### src/rtl/ata_host_pkg.sv
package ata_host_pkg;
  typedef enum logic [2:0] {
    PH_IDLE,
    PH_SETUP,
    PH_ACTIVE,
    PH_WAIT,
    PH_RECOVER
  } phase_e;

  localparam int RDY_SYNC_STAGES = 2;
endpackage

### src/rtl/ata_rdy_sync.sv
module ata_rdy_sync #(
  parameter int STAGES = 2
) (
  input  logic clk,
  input  logic rst_n,
  input  logic async_in,
  output logic sync_out
);
  logic [STAGES-1:0] chain;

  generate
    for (genvar i = 0; i < STAGES; i++) begin : g_stage
      if (i == 0) begin : g_first
        always_ff @(posedge clk or negedge rst_n)
          if (!rst_n) chain[0] <= 1'b1;
          else        chain[0] <= async_in;
      end else begin : g_next
        always_ff @(posedge clk or negedge rst_n)
          if (!rst_n) chain[i] <= 1'b1;
          else        chain[i] <= chain[i-1];
      end
    end
  endgenerate

  assign sync_out = chain[STAGES-1];
endmodule

### src/rtl/ata_phase_timer.sv
module ata_phase_timer #(
  parameter int W = 8
) (
  input  logic         clk,
  input  logic         rst_n,
  input  logic         restart,
  output logic [W-1:0] elapsed
);
  always_ff @(posedge clk or negedge rst_n)
    if (!rst_n)                 elapsed <= '0;
    else if (restart)           elapsed <= '0;
    else if (elapsed != '1)     elapsed <= elapsed + 1'b1;
endmodule

### src/rtl/ata_reg_host.sv
module ata_reg_host
  import ata_host_pkg::*;
#(
  parameter int CNT_W = 8,
  parameter int WD_W  = 16
) (
  input  logic             clk,
  input  logic             rst_n,
  input  logic             req_valid,
  output logic             req_ready,
  input  logic             req_write,
  input  logic [3:0]       req_addr,
  input  logic [7:0]       req_wdata,
  output logic             rsp_valid,
  output logic [7:0]       rsp_rdata,
  output logic             rsp_timeout,
  input  logic [CNT_W-1:0] cfg_setup,
  input  logic [CNT_W-1:0] cfg_active,
  input  logic [CNT_W-1:0] cfg_tsample,
  input  logic [CNT_W-1:0] cfg_recover,
  input  logic [WD_W-1:0]  cfg_wdog,
  output logic [1:0]       ata_cs_n,
  output logic [2:0]       ata_da,
  output logic [7:0]       ata_dd_out,
  output logic             ata_dd_oe,
  input  logic [7:0]       ata_dd_in,
  output logic             ata_rd_n,
  output logic             ata_wr_n,
  input  logic             ata_iordy
);
  localparam int PW = (WD_W > CNT_W + 2) ? WD_W : CNT_W + 2;

  function automatic logic [PW-1:0] floor_one(input logic [PW-1:0] v);
    return (v == '0) ? PW'(1) : v;
  endfunction

  phase_e           phase, phase_nxt;
  logic [PW-1:0]    elapsed, tick;
  logic [PW-1:0]    setup_len, active_min, sample_at, strobe_len, recov_len, wdog_len;
  logic             rdy_s;
  logic             write_q, wait_flag, timeout_q, rsp_valid_q;
  logic [3:0]       addr_q;
  logic [7:0]       wdata_q, rdata_q;
  logic             accept, sample_now, want_wait, strobe_end_ok, wdog_hit;

  ata_rdy_sync #(.STAGES(RDY_SYNC_STAGES)) u_sync (
    .clk      (clk),
    .rst_n    (rst_n),
    .async_in (ata_iordy),
    .sync_out (rdy_s)
  );

  ata_phase_timer #(.W(PW)) u_timer (
    .clk     (clk),
    .rst_n   (rst_n),
    .restart (phase_nxt != phase),
    .elapsed (elapsed)
  );

  always_comb begin
    setup_len  = floor_one(PW'(cfg_setup));
    active_min = floor_one(PW'(cfg_active));
    sample_at  = floor_one(PW'(cfg_tsample)) + PW'(RDY_SYNC_STAGES);
    strobe_len = (active_min > sample_at) ? active_min : sample_at;
    recov_len  = floor_one(PW'(cfg_recover));
    wdog_len   = floor_one(PW'(cfg_wdog));
    tick       = elapsed + 1'b1;
  end

  assign accept     = (phase == PH_IDLE) && req_valid;
  assign sample_now = (phase == PH_ACTIVE) && (tick == sample_at);
  assign want_wait  = sample_now ? !rdy_s : wait_flag;
  assign strobe_end_ok = ((phase == PH_ACTIVE) && (tick >= strobe_len) && !want_wait) ||
                         ((phase == PH_WAIT) && rdy_s);
  assign wdog_hit   = (phase == PH_WAIT) && !rdy_s && (tick >= wdog_len);

  always_comb begin
    phase_nxt = phase;
    unique case (phase)
      PH_IDLE:    if (req_valid) phase_nxt = PH_SETUP;
      PH_SETUP:   if (tick >= setup_len) phase_nxt = PH_ACTIVE;
      PH_ACTIVE:  if (tick >= strobe_len) phase_nxt = want_wait ? PH_WAIT : PH_RECOVER;
      PH_WAIT:    if (rdy_s || wdog_hit) phase_nxt = PH_RECOVER;
      PH_RECOVER: if (tick >= recov_len) phase_nxt = PH_IDLE;
      default:    phase_nxt = PH_IDLE;
    endcase
  end

  always_ff @(posedge clk or negedge rst_n) begin
    if (!rst_n) begin
      phase       <= PH_IDLE;
      write_q     <= 1'b0;
      addr_q      <= '0;
      wdata_q     <= '0;
      wait_flag   <= 1'b0;
      rdata_q     <= '0;
      timeout_q   <= 1'b0;
      rsp_valid_q <= 1'b0;
    end else begin
      phase       <= phase_nxt;
      rsp_valid_q <= (phase == PH_RECOVER) && (phase_nxt == PH_IDLE);
      if (accept) begin
        write_q   <= req_write;
        addr_q    <= req_addr;
        wdata_q   <= req_wdata;
        wait_flag <= 1'b0;
        timeout_q <= 1'b0;
      end
      if (sample_now) wait_flag <= !rdy_s;
      if (strobe_end_ok && !write_q) rdata_q <= ata_dd_in;
      if (wdog_hit) begin
        rdata_q   <= '0;
        timeout_q <= 1'b1;
      end
    end
  end

  always_comb begin
    logic busy, strobing;
    busy     = (phase != PH_IDLE);
    strobing = (phase == PH_ACTIVE) || (phase == PH_WAIT);
    ata_cs_n   = !busy ? 2'b11 : (addr_q[3] ? 2'b01 : 2'b10);
    ata_da     = busy ? addr_q[2:0] : 3'b000;
    ata_dd_oe  = busy && write_q;
    ata_dd_out = wdata_q;
    ata_rd_n   = !(strobing && !write_q);
    ata_wr_n   = !(strobing && write_q);
  end

  assign req_ready   = (phase == PH_IDLE);
  assign rsp_valid   = rsp_valid_q;
  assign rsp_rdata   = rdata_q;
  assign rsp_timeout = timeout_q;
endmodule

### config.mk
export PLATFORM = sky130hd
export DESIGN_NAME = ata_reg_host
export DESIGN_NICKNAME = d
export VERILOG_FILES = /design/src/rtl/ata_host_pkg.sv /design/src/rtl/ata_rdy_sync.sv /design/src/rtl/ata_phase_timer.sv /design/src/rtl/ata_reg_host.sv
export SDC_FILE = /design/constraint.sdc
export NUM_CORES = 1
export LEC_CHECK = 0
export ABC_CLOCK_PERIOD_IN_PS = 11000
export BUFFER_PORTS_ARGS = -buffer_cell sky130_fd_sc_hd__buf_4
export CAP_MARGIN = 20
export CORE_ASPECT_RATIO = 2
export CORE_UTILIZATION = 45
export DETAILED_ROUTE_END_ITERATION = 7
export GPL_TIMING_DRIVEN = 0
export PLACE_DENSITY = 0.69
export SYNTH_ARGS = -nofsm -noshare
export SYNTH_HDL_FRONTEND = slang
export SYNTH_SLANG_ARGS = --single-unit
### constraint.sdc
create_clock -name clk -period 11 [get_ports clk]
set_input_delay 1.1 -clock clk [delete_from_list [all_inputs] [get_ports clk]]
set_output_delay 1.1 -clock clk [all_outputs]
set_load 0.01 [all_outputs]
==> results.sh <==
export IMPL_status="finished, final reports clean"
export IMPL_antenna_violations_before_repair=0
export IMPL_io_pins=100
export IMPL_detail_route_wirelength_met1_um=3780
export IMPL_power_density_nw_per_um2=175
export IMPL_clkSlewWorstSetupHoldPaths_ns=0.07
export IMPL_rsz_0062_raised_after_global_routing="false"
export IMPL_top_routing_layer_in_use="met4"
export IMPL_cpMostUsedCell="sky130_fd_sc_hd__a21oi_1"
export IMPL_tritoncts_buffers=5
export IMPL_finalNetCount=650
export IMPL_number_of_max_capacitance_violations_reported=0
export IMPL_route_met2_wl_um=6050
export IMPL_synth_enable_flop_cells=0
export IMPL_synthCells=424
export IMPL_share_comb_of_total_power_pct=50.3
export IMPL_clock_latency_ns=0.30
export IMPL_preCtsSetupSlack_ns=4.56
export IMPL_synthesis_area_um2=3960
export IMPL_std_cell_rows=48
export IMPL_initial_cell_density_of_the_core_pct=46.1
export IMPL_gp_congestion=0.877
export IMPL_vdd_ir_drop_worst_mv=0.193
export IMPL_vias_in_the_first_global_route=3701
export IMPL_sequential_cell_area_um2=1130
export IMPL_first_pass_iters=4
export IMPL_n_antenna_cell=0
export IMPL_clockBufferDepth=2
export IMPL_start_kind="input pin"
export IMPL_wl_per_cell_um=16.7
export IMPL_wire_length_of_the_first_global_routing_pass_um=16900
export IMPL_wl_met3_um=301
export IMPL_sw_share_pct=37.9
export IMPL_timing_hold_worst_class="reg -> reg"
export IMPL_timing_slew_headroom_pct=44.0
export IMPL_share_of_synthesized_area_occupied_by_flip_flops_and_latches_pct=28.5
export IMPL_share_seq_of_total_power_pct=28.9
export IMPL_final_hold_viol_count=0
export IMPL_critical_path_class="in -> reg"
export IMPL_average_size_of_a_mapped_cell_um2=9.33
export IMPL_design_die_area_um2=9200
export IMPL_detailedPlacementHpwl_um=8640
export IMPL_fill_cells=783
export IMPL_clock_sink_count=45
export IMPL_chip_width_um=68.3
export IMPL_setup_viol=0
export IMPL_drc=0
export IMPL_stdcell_count=630
export IMPL_cts_resized=0
export IMPL_drt_iter0_drc=118
export IMPL_postCtsHoldBufs=0
export IMPL_critPathMaxFanout=10
export IMPL_fin_crit_sh_pct=55.7
export IMPL_cp_buffers_inverters=3
export IMPL_port_buffer_count=98
export IMPL_critical_path_cell_chain="buf_4, nor4_1, a21oi_1, ha_1, nor2b_1, o21a_1, o21a_1, o22ai_1, a21boi_0, a2111o_1, o2111ai_1, a21oi_1, mux2i_1, ha_1, and3_1, a221o_1, a211oi_1, inv_1, a21oi_1, o2bb2ai_1, o31a_4, buf_6, a211oi_2"
export IMPL_critical_path_slowest_cell="sky130_fd_sc_hd__a21oi_1"
export IMPL_worst_pin_slew_ns=0.840
export IMPL_root_buffer="sky130_fd_sc_hd__clkbuf_16"
export IMPL_setup_tns_final_ns=0
export IMPL_total_nets_after_synthesis=545
export IMPL_slew_violations=0
export IMPL_route_antenna_remaining_nets=0
export IMPL_internal_power_uw=541
export IMPL_multi_input_area_um2=2540
export IMPL_ys_warnings_count=0
export IMPL_wl_um=10500
export IMPL_switchingPower_uw=330
export IMPL_leakagePower_nw=2.59
export IMPL_htree_num_levels=2
export IMPL_crit_path_max_incr_delay_ns=0.68
export IMPL_timing_final_ws_setup_ns=4.87
export IMPL_core_region_area_um2=8590
export IMPL_area_delta_synth_final_pct=26.2
export IMPL_cpLargestDelayFamily="compound AO/OA/AOI/OAI gates"
export IMPL_clock_power_share_pct=20.8
export IMPL_synthFlopType="sky130_fd_sc_hd__dfrtp_1"
export IMPL_numPlacedInstances=622
export IMPL_clock_skew_ns=0.00611
export IMPL_viasPerCell=5.67
export IMPL_asyncSetResetFlopFracSynth_pct=100
export IMPL_fin_crit_ns=6.13
export IMPL_cts_repair_timing_setup_buffer_count=0
export IMPL_dieHeight_um=135
export IMPL_tritoncts="yes"
export IMPL_yosys_cell_types_count=62
export IMPL_cp_required_ns=11.21
export IMPL_yosys_register_bits=45
export IMPL_globalRoute_totalOverflow=0
export IMPL_achievable_freq_ghz=0.163
export IMPL_drive_gt1_share_pct=28.7
export IMPL_grt_start_max_net_pins=46
export IMPL_total_power_uw=872
export IMPL_dr_total_vias=3574
export IMPL_timing_critical_path_to_type="flop"
export IMPL_groute_usage_overall_pct=24.6
export IMPL_arrival_ns=6.34
-- cell usage in the layout (no fill, tap or decap), types with 6 or more instances in the layout --
cell type and count:
sky130_fd_sc_hd__o21ai_0 8, sky130_fd_sc_hd__inv_1 52, sky130_fd_sc_hd__clkbuf_1 12, sky130_fd_sc_hd__ha_1 48, sky130_fd_sc_hd__nor2_1 17, sky130_fd_sc_hd__a21oi_1 14
sky130_fd_sc_hd__mux2i_1 7, sky130_fd_sc_hd__dfrtp_1 43, sky130_fd_sc_hd__nor4_1 12, sky130_fd_sc_hd__o21a_1 6, sky130_fd_sc_hd__a21o_1 11, sky130_fd_sc_hd__nand3_1 8
sky130_fd_sc_hd__nor2b_1 7, sky130_fd_sc_hd__nor3_1 11, sky130_fd_sc_hd__and3_1 6, sky130_fd_sc_hd__xnor2_1 17, sky130_fd_sc_hd__a22o_1 8, sky130_fd_sc_hd__nand4_1 6
sky130_fd_sc_hd__a211oi_2 10, sky130_fd_sc_hd__nand2_1 21, sky130_fd_sc_hd__buf_4 100, sky130_fd_sc_hd__xor2_1 11, sky130_fd_sc_hd__mux2_2 13
-- routing by layer --
layer  global-route usage (%)  vias to the layer above
li1                         -                     1753
met1                     24.4                     1696
met2                     47.2                      100
met3                     2.45                       25
met4                     12.2                        0
met5                        0                        -
-- layout make-up --
class	instances	share of cell area [%]
Clock buffer	6	2.78
Inverter	52	3.91
Sequential cell	45	22.6
Buffer	17	1.88
Timing Repair Buffer	98	14.7
Tap cell	100	2.51
Clock inverter	2	0.752
Multi-Input combinational cell	310	50.9
-- worst paths after layout --
path                                          from  depth (start not counted)                  end  slack (ns)
min in group asynchronous                    rst_n                          1            addr_q[0]        0.80
worst min register to register     u_sync.chain[0]                          0      u_sync.sync_out        0.36
worst min-delay path               u_sync.chain[0]                          0      u_sync.sync_out        0.36
worst max register to register  u_timer.elapsed[0]                         14  u_timer.elapsed[13]        6.36
worst max-delay path                 cfg_active[4]                         23  u_timer.elapsed[13]        4.87
max in group asynchronous                    rst_n                          1        ata_dd_out[5]        9.81
-- power groups by stage --
stage / clock (mW) / sequential, mW / combinational (mW)
3_3_place_gp: 0 / 0.251 / 0.430
6_report: 0.181 / 0.252 / 0.439
3_5_place_dp: 0 / 0.253 / 0.442
5_1_grt: 0.191 / 0.258 / 0.482
2_1_floorplan: 0 / 0.259 / 0.266
4_1_cts: 0.184 / 0.251 / 0.443
-- stage by stage --
step                hold WS [ns]  cell area, um2  util (%)
global route               0.361            4990      58.2
floorplan                  0.345            3960         -
detailed placement         0.349            4820      56.1
CTS                        0.359            4990      58.2
global placement           0.347            4820      56.1
finish                     0.356            4990      58.2
-- synth_stat cells, types with 2 or more instances --
| cell | instances | share of area (%) |
|---|---|---|
| sky130_fd_sc_hd__a21o_1 | 11 | 2.1 |
| sky130_fd_sc_hd__dfstp_2 | 2 | 1.3 |
| sky130_fd_sc_hd__nand3_1 | 8 | 1.0 |
| sky130_fd_sc_hd__mux2_2 | 13 | 3.7 |
| sky130_fd_sc_hd__nand2b_1 | 5 | 0.79 |
| sky130_fd_sc_hd__o2111ai_1 | 5 | 1.1 |
| sky130_fd_sc_hd__a31oi_1 | 5 | 0.79 |
| sky130_fd_sc_hd__inv_1 | 52 | 4.9 |
| sky130_fd_sc_hd__nor2_1 | 17 | 1.6 |
| sky130_fd_sc_hd__xnor2_1 | 17 | 3.8 |
| sky130_fd_sc_hd__clkbuf_1 | 12 | 1.1 |
| sky130_fd_sc_hd__o21ai_0 | 8 | 1.0 |
| sky130_fd_sc_hd__or3_1 | 5 | 0.79 |
| sky130_fd_sc_hd__nor3_1 | 11 | 1.4 |
| sky130_fd_sc_hd__or4_1 | 2 | 0.38 |
| sky130_fd_sc_hd__o31ai_1 | 5 | 0.95 |
| sky130_fd_sc_hd__nor4_1 | 12 | 1.9 |
| sky130_fd_sc_hd__o211ai_1 | 3 | 0.57 |
| sky130_fd_sc_hd__a22o_1 | 8 | 1.8 |
| sky130_fd_sc_hd__nand4_1 | 6 | 0.95 |
| sky130_fd_sc_hd__nand2_1 | 21 | 2.0 |
| sky130_fd_sc_hd__a21oi_1 | 14 | 1.8 |
| sky130_fd_sc_hd__buf_6 | 3 | 0.85 |
| sky130_fd_sc_hd__nor2b_1 | 7 | 1.1 |
| sky130_fd_sc_hd__a41o_1 | 3 | 0.76 |
| sky130_fd_sc_hd__dfrtp_1 | 43 | 27 |
| sky130_fd_sc_hd__nor3_2 | 5 | 1.3 |
| sky130_fd_sc_hd__xor2_1 | 11 | 2.4 |
| sky130_fd_sc_hd__o21a_1 | 6 | 1.1 |
| sky130_fd_sc_hd__a211oi_1 | 4 | 0.76 |
| sky130_fd_sc_hd__buf_4 | 2 | 0.38 |
| sky130_fd_sc_hd__ha_1 | 48 | 15 |
| sky130_fd_sc_hd__mux2i_1 | 7 | 1.8 |
| sky130_fd_sc_hd__a211oi_2 | 10 | 3.2 |
| sky130_fd_sc_hd__and3_1 | 6 | 0.95 |
-- flip-flops by register name, summed over array words and instances, names as in the netlist --
signal           count
rsp_timeout          1
u_timer.elapsed     16
wait_flag            1
addr_q               4
u_sync.sync_out      1
write_q              1
rsp_rdata            8
rsp_valid            1
u_sync.chain         1
ata_dd_out           8
phase                3
-- cell families (layout without fill, tap and decap cells) --
logic type | after synthesis | in the layout | synth area share, %
xor+xnor | 30 | 30 | 7.02
simple gates | 115 | 115 | 16.9
compound gates | 97 | 97 | 19.6
buf+inv | 69 | 175 | 7.30
flops | 45 | 45 | 28.5
fa+ha+maj | 48 | 48 | 15.2
mux | 20 | 20 | 5.47
Note: power is estimated with default switching activity, not from simulation.
